--- src/rtl/crirq_pkg.sv ---
package crirq_pkg;
  localparam int DATA_W   = 32;
  localparam int NUM_RDY  = 6;
  localparam int AUX_IDX  = 5;
  localparam int FAIL_BIT = 7;
  localparam int FLAG_W   = 8;
  localparam int EN_LSB   = 8;
  localparam int CLR_LSB  = 16;
endpackage

--- src/rtl/crirq_rise_det.sv ---
module crirq_rise_det #(
  parameter int W = 6
) (
  input  logic         clk_i,
  input  logic         rst_ni,
  input  logic [W-1:0] lvl_i,
  output logic [W-1:0] rise_o
);
  logic [W-1:0] lvl_q, lvl_d;

  always_comb begin
    lvl_d = lvl_i;
  end

  always_ff @(posedge clk_i or negedge rst_ni) begin
    if (!rst_ni) lvl_q <= '0;
    else         lvl_q <= lvl_d;
  end

  assign rise_o = lvl_i & ~lvl_q;

  // A held-high level must not produce a rise on the following edge
  assert_no_repeat_rise_R4: assert property (@(posedge clk_i) disable iff (!rst_ni)
    (rise_o != '0) |=> ((rise_o & $past(lvl_i)) == '0));
endmodule

--- src/rtl/crirq_sticky.sv ---
module crirq_sticky (
  input  logic clk_i,
  input  logic rst_ni,
  input  logic set_i,
  input  logic clr_i,
  output logic flag_o
);
  logic flag_q, flag_d;

  always_comb begin
    flag_d = flag_q;
    if (set_i) flag_d = 1'b1;
    if (clr_i) flag_d = 1'b0;
  end

  always_ff @(posedge clk_i or negedge rst_ni) begin
    if (!rst_ni) flag_q <= 1'b0;
    else         flag_q <= flag_d;
  end

  assign flag_o = flag_q;

  assert_sticky_hold_R4: assert property (@(posedge clk_i) disable iff (!rst_ni)
    (flag_o && !clr_i) |=> flag_o);
  assert_set_takes_R4: assert property (@(posedge clk_i) disable iff (!rst_ni)
    (set_i && !clr_i) |=> flag_o);
  assert_clear_wins_R9: assert property (@(posedge clk_i) disable iff (!rst_ni)
    clr_i |=> !flag_o);
endmodule

--- src/rtl/clk_rdy_irq.sv ---
module clk_rdy_irq
  import crirq_pkg::*;
#(
  parameter int              ADDR_W   = 4,
  parameter logic [ADDR_W-1:0] REG_ADDR = '0
) (
  input  logic              clk_i,
  input  logic              rst_ni,
  input  logic [ADDR_W-1:0] addr_i,
  input  logic              wr_en_i,
  input  logic [DATA_W-1:0] wdata_i,
  output logic [DATA_W-1:0] rdata_o,
  input  logic [NUM_RDY-1:0] rdy_i,
  input  logic              aux_sw_on_i,
  input  logic              xtal_fail_i,
  output logic              irq_o
);
  localparam int PAD_HI = DATA_W - EN_LSB - NUM_RDY;

  logic               sel, wr_hit;
  logic [NUM_RDY-1:0] en_q, en_d;
  logic [NUM_RDY-1:0] rise;
  logic [FLAG_W-1:0]  clr, set, flags;

  assign sel    = (addr_i == REG_ADDR);
  assign wr_hit = wr_en_i && sel;

  // enable register: separate next-state and storage
  always_comb begin
    en_d = en_q;
    if (wr_hit) en_d = wdata_i[EN_LSB +: NUM_RDY];
  end

  always_ff @(posedge clk_i or negedge rst_ni) begin
    if (!rst_ni) en_q <= '0;
    else         en_q <= en_d;
  end

  assign clr = wr_hit ? wdata_i[CLR_LSB +: FLAG_W] : '0;

  crirq_rise_det #(.W(NUM_RDY)) u_rise (
    .clk_i (clk_i),
    .rst_ni(rst_ni),
    .lvl_i (rdy_i),
    .rise_o(rise)
  );

  // set conditions: per-source variant chosen by generate
  for (genvar i = 0; i < NUM_RDY; i++) begin : g_set
    if (i == AUX_IDX) begin : g_aux
      assign set[i] = rise[i] && en_q[i] && aux_sw_on_i;
    end else begin : g_std
      assign set[i] = rise[i] && en_q[i];
    end
  end
  for (genvar j = NUM_RDY; j < FLAG_W; j++) begin : g_set_hi
    if (j == FAIL_BIT) begin : g_fail
      assign set[j] = xtal_fail_i;
    end else begin : g_rsvd
      assign set[j] = 1'b0;
    end
  end

  for (genvar k = 0; k < FLAG_W; k++) begin : g_flag
    if (k < NUM_RDY || k == FAIL_BIT) begin : g_cell
      crirq_sticky u_cell (
        .clk_i (clk_i),
        .rst_ni(rst_ni),
        .set_i (set[k]),
        .clr_i (clr[k]),
        .flag_o(flags[k])
      );
    end else begin : g_none
      assign flags[k] = 1'b0;
    end
  end

  assign irq_o   = |flags;
  assign rdata_o = sel ? {{PAD_HI{1'b0}}, en_q, flags} : '0;

  logic unused_wdata;
  assign unused_wdata = ^{wdata_i[DATA_W-1:CLR_LSB+FLAG_W],
                          wdata_i[CLR_LSB-1:EN_LSB+NUM_RDY], clr[NUM_RDY], set[NUM_RDY]};

  for (genvar m = 0; m < NUM_RDY; m++) begin : g_chk
    assert_no_set_disabled_R5: assert property (@(posedge clk_i) disable iff (!rst_ni)
      (!flags[m] && !en_q[m]) |=> !flags[m]);
  end

  assert_aux_needs_sw_R6: assert property (@(posedge clk_i) disable iff (!rst_ni)
    (!flags[AUX_IDX] && !aux_sw_on_i) |=> !flags[AUX_IDX]);
  assert_fail_unmasked_R7: assert property (@(posedge clk_i) disable iff (!rst_ni)
    (xtal_fail_i && !clr[FAIL_BIT]) |=> flags[FAIL_BIT]);
  assert_foreign_write_R11: assert property (@(posedge clk_i) disable iff (!rst_ni)
    (wr_en_i && !sel) |=> $stable(en_q));
  assert_irq_follows_R10: assert property (@(posedge clk_i) disable iff (!rst_ni)
    $rose(irq_o) |-> (rdata_o[FLAG_W-1:0] != '0 || !sel));
endmodule

--- config.mk ---
export PLATFORM = sky130hd
export DESIGN_NAME = clk_rdy_irq
export DESIGN_NICKNAME = d
export VERILOG_FILES = /design/src/rtl/crirq_pkg.sv /design/src/rtl/crirq_rise_det.sv /design/src/rtl/crirq_sticky.sv /design/src/rtl/clk_rdy_irq.sv
export SDC_FILE = /design/constraint.sdc
export NUM_CORES = 1
export LEC_CHECK = 0
export ABC_AREA = 1
export BUFFER_PORTS_ARGS = -buffer_cell sky130_fd_sc_hd__buf_4
export CAP_MARGIN = 25
export CORE_ASPECT_RATIO = 1.75
export CORE_MARGIN = 2
export CORE_UTILIZATION = 35
export CTS_BUF_LIST = sky130_fd_sc_hd__clkbuf_4 sky130_fd_sc_hd__clkbuf_8 sky130_fd_sc_hd__clkbuf_16
export DETAILED_ROUTE_END_ITERATION = 8
export GPL_TIMING_DRIVEN = 0
export PLACE_DENSITY = 0.78
export SLEW_MARGIN = 20
export SYNTH_ARGS = -nofsm -noshare
export SYNTH_HDL_FRONTEND = slang
export SYNTH_SLANG_ARGS = --single-unit
--- constraint.sdc ---
create_clock -name clk_i -period 0.9 [get_ports clk_i]
set_input_delay 0.18 -clock clk_i [delete_from_list [all_inputs] [get_ports clk_i]]
set_output_delay 0.18 -clock clk_i [all_outputs]
set_load 0.005 [all_outputs]
==> results of run 1 <==
-- logic make-up after synthesis --
logic type,after synthesis
AND/OR/NAND/NOR,67
buffers and inverters,47
flip-flops,19
other,1
-- critical path: stages, from the launching register on --
cell,delay [ps]
dfrtp_1,390
nor3_2,200
nand4_1,100
buf_4,150
-- registers in the layout, indices dropped and copies added (netlist names) --
register                     count
g_flag.g_cell.u_cell.flag_o      7
u_rise.lvl_q                     6
en_q                             6
-- cell usage in the layout (no fill, tap or decap), drive strengths merged --
cell | Yosys | routed
inv | 26 | 26
nand3b | 5 | 5
clkbuf | 0 | 4
dfrtp | 19 | 19
conb | 1 | 19
dlygate4sd3 | 0 | 1
nor3 | 1 | 1
nand4 | 7 | 7
nand2 | 20 | 20
nand3 | 1 | 1
buf | 21 | 77
nor2 | 33 | 33
-- final cells by class --
class                      instances  area (µm²)  area share [%]
sequential                        19         475            27.7
clock buffer                       4        48.8            2.84
inverter                          26        97.6            5.68
tap                               28        35.0            2.04
multi-input combinational         86         437            25.4
buffer                            21         165            9.61
timing repair buffer              57         460            26.8
-- routing by layer --
metal  share of wire (%)  vias to the layer above  wire (µm)
li1                    -                      518          -
met1                  35                      410        841
met2                  58                       37       1370
met3                 5.7                        2        135
met4                 1.4                        0         34
met5                   0                        -          0
-- how the worst max path moves through the flow --
| stage | startpoint | end | slack, ps | depth (start not counted) |
|---|---|---|---|---|
| 2_1_floorplan | addr_i[1] | rdata_o[0] | 10 | 4 |
| 3_3_place_gp | addr_i[1] | rdata_o[5] | -300 | 6 |
| 3_5_place_dp | addr_i[1] | rdata_o[5] | -310 | 6 |
| 4_1_cts | g_flag[1].g_cell.u_cell.flag_o$_DFFE_PN0P_ | irq_o | -380 | 3 |
| 5_1_grt | g_flag[7].g_cell.u_cell.flag_o$_DFFE_PN0P_ | irq_o | -440 | 3 |
| 6_report | g_flag[7].g_cell.u_cell.flag_o$_DFFE_PN0P_ | irq_o | -370 | 3 |
-- through the flow --
step	cell area [µm²]	std cells	TNS, ps
2_1_floorplan	1140	152	0
3_3_place_gp	1480	221	-4680
3_5_place_dp	1480	221	-5070
4_1_cts	1690	240	-2420
5_1_grt	1720	241	-3050
6_report	1720	241	-2330
-- power breakdown --
part           total [µW]  switching [µW]  internal, µW
Sequential           1080            85.8           990
Combinational         734             317           416
Clock                 596             253           344
Total                2410             656          1750
-- what timing repair did --
item                                    4_1_cts  5_1_grt
endpoints found under the hold margin        19        0
hold buffers                                  1        0
gates resized for setup                      15       11
setup buffers                                13        3
cloned                                        1        0
pin swaps                                    15        8
endpoints found under the setup margin       14       17
==> run_results.csv, run 1 <==
group,metric,value,unit
critical_path,critical_path.endpoint_type,"primary output",
synth,ys_seq_elements,19,
worst_hold_path,hold_path.class,"input pin to flip-flop",
grt,grt_use_met1,14.7,%
worst_hold_path,hold_path_startpoint,"rdy_i[0]",
clock_network,root_buffer,"clkbuf_8",
die,io_pins,80,
synth,synth_area_per_cell,8.00,µm²
critical_path,rr_worst_depth,5,
outcome,outcome,"finished with violations",
synth,synth.largest_area_cell,"dfrtp_1",
drt,wirelength,2.38,mm
clock_network,clk_latency,250,ps
grt,grt_pass1_vias,900,
synth,synthCells,134,
drt,ant_nets,0,
clock_network,cts_tree,"yes",
cells_and_area,n_fill_cell,272,
synth,netlist_top_cells_count,"nor2_1, inv_1, buf_4, dfrtp_1, nand2_1",
grt,met3_usage,0.941,%
synth,async_reset_ff_share,100,%
grt,use_met2,26.4,%
drt,drt_pass1_iterations,4,
synth,synth_edf_count,0,
synth,synth-simple-area-share,30.8,%
sta,period_minus_slack,1270,ps
power,p_total,2410,µW
clock_network,numCtsBuffers,3,
synth,synth-seq-area-share,44.3,%
sta,finalSetupViolCount,14,
placement,dp_slack,-310,ps
synth,yosys_warnings,0,
synth,synthMuxAreaShare,0,%
power,vdd.ir_drop.worst,0.000737,V
sta,finClkSkew,0.793,ps
worst_hold_path,min_path_cells,1,
sta,rsz0062_at_grt,"yes",
sta,whs,46.5,ps
sta,max_freq,789,MHz
grt,grt_use_total,14.1,%
critical_path,r2r_setup_slack,50,ps
synth,synth_top_area_share,44.3,%
die,std_cell_rows,26,
drt,wl_per_cell,9.89,µm
synth,synthAdderAreaFrac,0,%
placement,port_buffers,41,
cells_and_area,area_growth,60.3,%
cells_and_area,layout-drive-gt1-share,48.8,%
critical_path,timing.rr.end,"g_flag[4].g_cell.u_cell.flag_o$_DFFE_PN0P_",
grt,top_usage_layer,"met2",
clock_network,clock-sinks,19,
drt,drc_errors,0,
placement,place_congestion,0.710,
die,die_height,77.2,µm
worst_hold_path,hold_end,"u_rise.lvl_q[0]$_DFF_PN0_",
clock_network,h-tree-depth,1,
critical_path,critPathKind,"flip-flop to primary output",
synth,synth_flop_cell,"dfrtp_1",
cells_and_area,fin_nets,261,
sta,fin_ws,-368,ps
sta,period_share,141,%
outcome,violations,"setup timing",
clock_network,clkTransAtPathRegs,70,ps
drt,vias,967,
run,maxCapViolations,0,
grt,grt_pass1_wl,3.74,mm
placement,place_hpwl,1.75,mm
drt,initialDrtViolationCount,17,
cells_and_area,post-route-util,58.7,%
clock_network,cts_buffer_depth,2,
synth,synth.distinct_cells,14,
critical_path,arrival,1090,ps
synth,synth_compound_area_share,0,%
critical_path,cp-start-kind,"flip-flop",
grt,antenna_found_initial,0,
synth,synthTopCellsByArea,"dfrtp_1, buf_4, nor2_1",
synth,yosysMostFrequentCell,"nor2_1",
synth,synth_top_family_by_area,"simple AND/OR/NAND/NOR gates",
power,p_leak,0.000999,µW
die,start_util,36.6,%
synth,synth_area,0.00107,mm²
critical_path,crit_fanout,2,
die,chipWidth,45.8,µm
grt,grt-ovfl-total,0,
critical_path,critPathRequiredTime,720,ps
critical_path,timing.rr.start,"en_q[4]$_DFFE_PN0P_",
sta,slew_violations,0,
die,coreArea,0.00293,mm²
grt,grt_max_degree,20,
cells_and_area,antenna_cells,0,
synth,synthXorXnorAreaFrac,0,%
power,p_per_area,1400,mW/mm²
die,dieArea,0.00354,mm²
drt,vias_per_cell,4.01,
sta,hold_viol,0,
No activity file was read; power rests on OpenSTA's default activity.
==> run 2, diff against run 1 <==
--- a/config.mk
+++ b/config.mk
@@ -8,7 +8,6 @@
 export ABC_AREA = 1
 export BUFFER_PORTS_ARGS = -buffer_cell sky130_fd_sc_hd__buf_4
 export CAP_MARGIN = 25
-export CORE_ASPECT_RATIO = 1.75
 export CORE_MARGIN = 2
 export CORE_UTILIZATION = 35
 export CTS_BUF_LIST = sky130_fd_sc_hd__clkbuf_4 sky130_fd_sc_hd__clkbuf_8 sky130_fd_sc_hd__clkbuf_16
==> run_results.csv, run 2 (synthesis gave the netlist of run 1 again) <==
group,metric,value,unit
die,std_cell_rows,20,
cells_and_area,antenna_cells,0,
critical_path,timing.rr.start,"en_q[2]$_DFFE_PN0P_",
placement,place_hpwl,1.72,mm
power,vdd.ir_drop.worst,0.000728,V
sta,period_minus_slack,1290,ps
placement,placed_cell_area,0.00149,mm²
drt,wirelength,2.33,mm
grt,grt-ovfl-total,0,
drt,drc_errors,0,
sta,max_freq,776,MHz
clock_network,clk_latency,280,ps
outcome,outcome,"finished with violations",
sta,whs,126,ps
clock_network,numCtsBuffers,3,
die,coreArea,0.00298,mm²
cells_and_area,largest_reg_flops,7,
critical_path,critical_path.endpoint_type,"primary output",
drt,vias,997,
grt,grt_use_total,14.3,%
cells_and_area,fin_area,0.00172,mm²
power,p_int,1630,µW
cells_and_area,mostFrequentLayoutCell,"buf_4",
sta,fin_setup_tns,-2930,ps
placement,port_buffers,41,
worst_hold_path,hold_path.class,"input pin to flip-flop",
power,p_total,2270,µW
power,power_frac_clock,19.6,%
grt,grt_max_degree,20,
critical_path,timing.rr.end,"g_flag[2].g_cell.u_cell.flag_o$_DFFE_PN0P_",
critical_path,rr_worst_depth,6,
critical_path,r2r_setup_slack,-70,ps
drt,drt_pass1_iterations,4,
drt,initialDrtViolationCount,6,
sta,hold_viol,0,
drt,wl_per_cell,9.31,µm
critical_path,crit_fanout,2,
cells_and_area,layout-drive-gt1-share,46.1,%
worst_hold_path,hold_end,"g_flag[7].g_cell.u_cell.flag_o$_DFFE_PN0P_",
sta,finalSetupViolCount,16,
critical_path,cp-start-kind,"flip-flop",
critical_path,arrival,1110,ps
drt,ant_nets,0,
grt,antenna_found_initial,0,
sta,rsz0062_at_grt,"yes",
die,chipWidth,59.4,µm
clock_network,root_buffer,"clkbuf_4",
cells_and_area,fin_nets,265,
die,dieArea,0.00352,mm²
power,net-switching-power,640,µW
power,combPwrFrac,33.4,%
placement,place_congestion,0.711,
power,seqPwrFrac,47.0,%
critical_path,critPathKind,"flip-flop to primary output",
clock_network,cts_tree,"yes",
sta,finClkSkew,2.88,ps
sta,period_share,143,%
clock_network,cts_buffer_depth,2,
power,swShare,28.2,%
cells_and_area,area_growth,60.4,%
die,start_util,36.0,%
die,io_pins,80,
power,p_leak,0.00101,µW
worst_hold_path,min_path_cells,3,
clock_network,clkTransAtPathRegs,100,ps
power,p_per_area,1320,mW/mm²
critical_path,critPathRequiredTime,720,ps
die,die_height,59.4,µm
clock_network,h-tree-depth,1,
clock_network,clock-sinks,19,
sta,fin_ws,-388,ps
cells_and_area,mostFrequentLayoutCells,"buf_4, nor2_1, inv_1",
run,maxCapViolations,0,
worst_hold_path,hold_path_startpoint,"xtal_fail_i",
outcome,violations,"setup timing",
sta,slew_violations,0,
grt,grt_pass1_vias,930,
drt,vias_per_cell,3.99,
grt,grt_pass1_wl,3.86,mm
placement,dp_slack,-290,ps
-- run 2: cell count changes in the layout (fill, tap and decap cells not counted), moves of 2 or more --
cell           before  now
nand2_2             2    4
clkbuf_4            1    4
clkbuf_8            3    0
buf_6              10    5
dlygate4sd3_1       1    6
buf_4              67   70
-- run 2: layout make-up --
type	instances	area, µm²
Fill cell	295	1260
Timing Repair Buffer	61	489
Sequential cell	19	475
Multi-Input combinational cell	86	422
Buffer	21	165
Inverter	26	97.6
Tap cell	33	41.3
Clock buffer	4	30.0
-- run 2: critical path, cell delays in order (launching register included) --
cell	delay [ps]
dfrtp_1	410
nor2_1	140
nand4_1	120
buf_4	150
-- run 2: worst max-delay path by stage --
stage	startpoint	end	slack [ps]	cells after the start
2_1_floorplan	addr_i[1]	rdata_o[0]	10	4
3_3_place_gp	addr_i[1]	rdata_o[3]	-270	6
3_5_place_dp	addr_i[1]	rdata_o[3]	-290	6
4_1_cts	g_flag[1].g_cell.u_cell.flag_o$_DFFE_PN0P_	irq_o	-410	3
5_1_grt	g_flag[0].g_cell.u_cell.flag_o$_DFFE_PN0P_	irq_o	-440	3
6_report	g_flag[2].g_cell.u_cell.flag_o$_DFFE_PN0P_	irq_o	-390	3
-- run 2: metal layers --
metal  up-vias  part of all wire [%]  track usage [%]
li1        522                     -                -
met1       440                    40             16.8
met2        33                    53             26.5
met3         2                   5.3             1.53
met4         0                   1.0             4.87
met5         -                     0                0
-- run 2: per-stage QoR --
step                cells  utilization [%]
detailed placement    226             50.0
global route          250             57.8
floorplan             152                -
global placement      226             50.0
finish                250             57.8
CTS                   250             57.0
-- run 2: what timing repair did --
action / CTS / global route
buffers inserted: 13 / 3
hold buffers: 7 / 0
hold endpoints to repair: 25 / 0
resized for setup: 5 / 12
pin swaps: 16 / 10
setup endpoints to repair: 14 / 17
-- run 2: power groups by stage --
| stage | Clock, µW | Combinational, µW | Sequential, µW |
|---|---|---|---|
| global route | 511 | 860 | 1080 |
| detailed placement | 0 | 485 | 1090 |
| finish | 444 | 758 | 1060 |
| floorplan | 0 | 305 | 1060 |
| global placement | 0 | 475 | 1080 |
| CTS | 467 | 718 | 1060 |
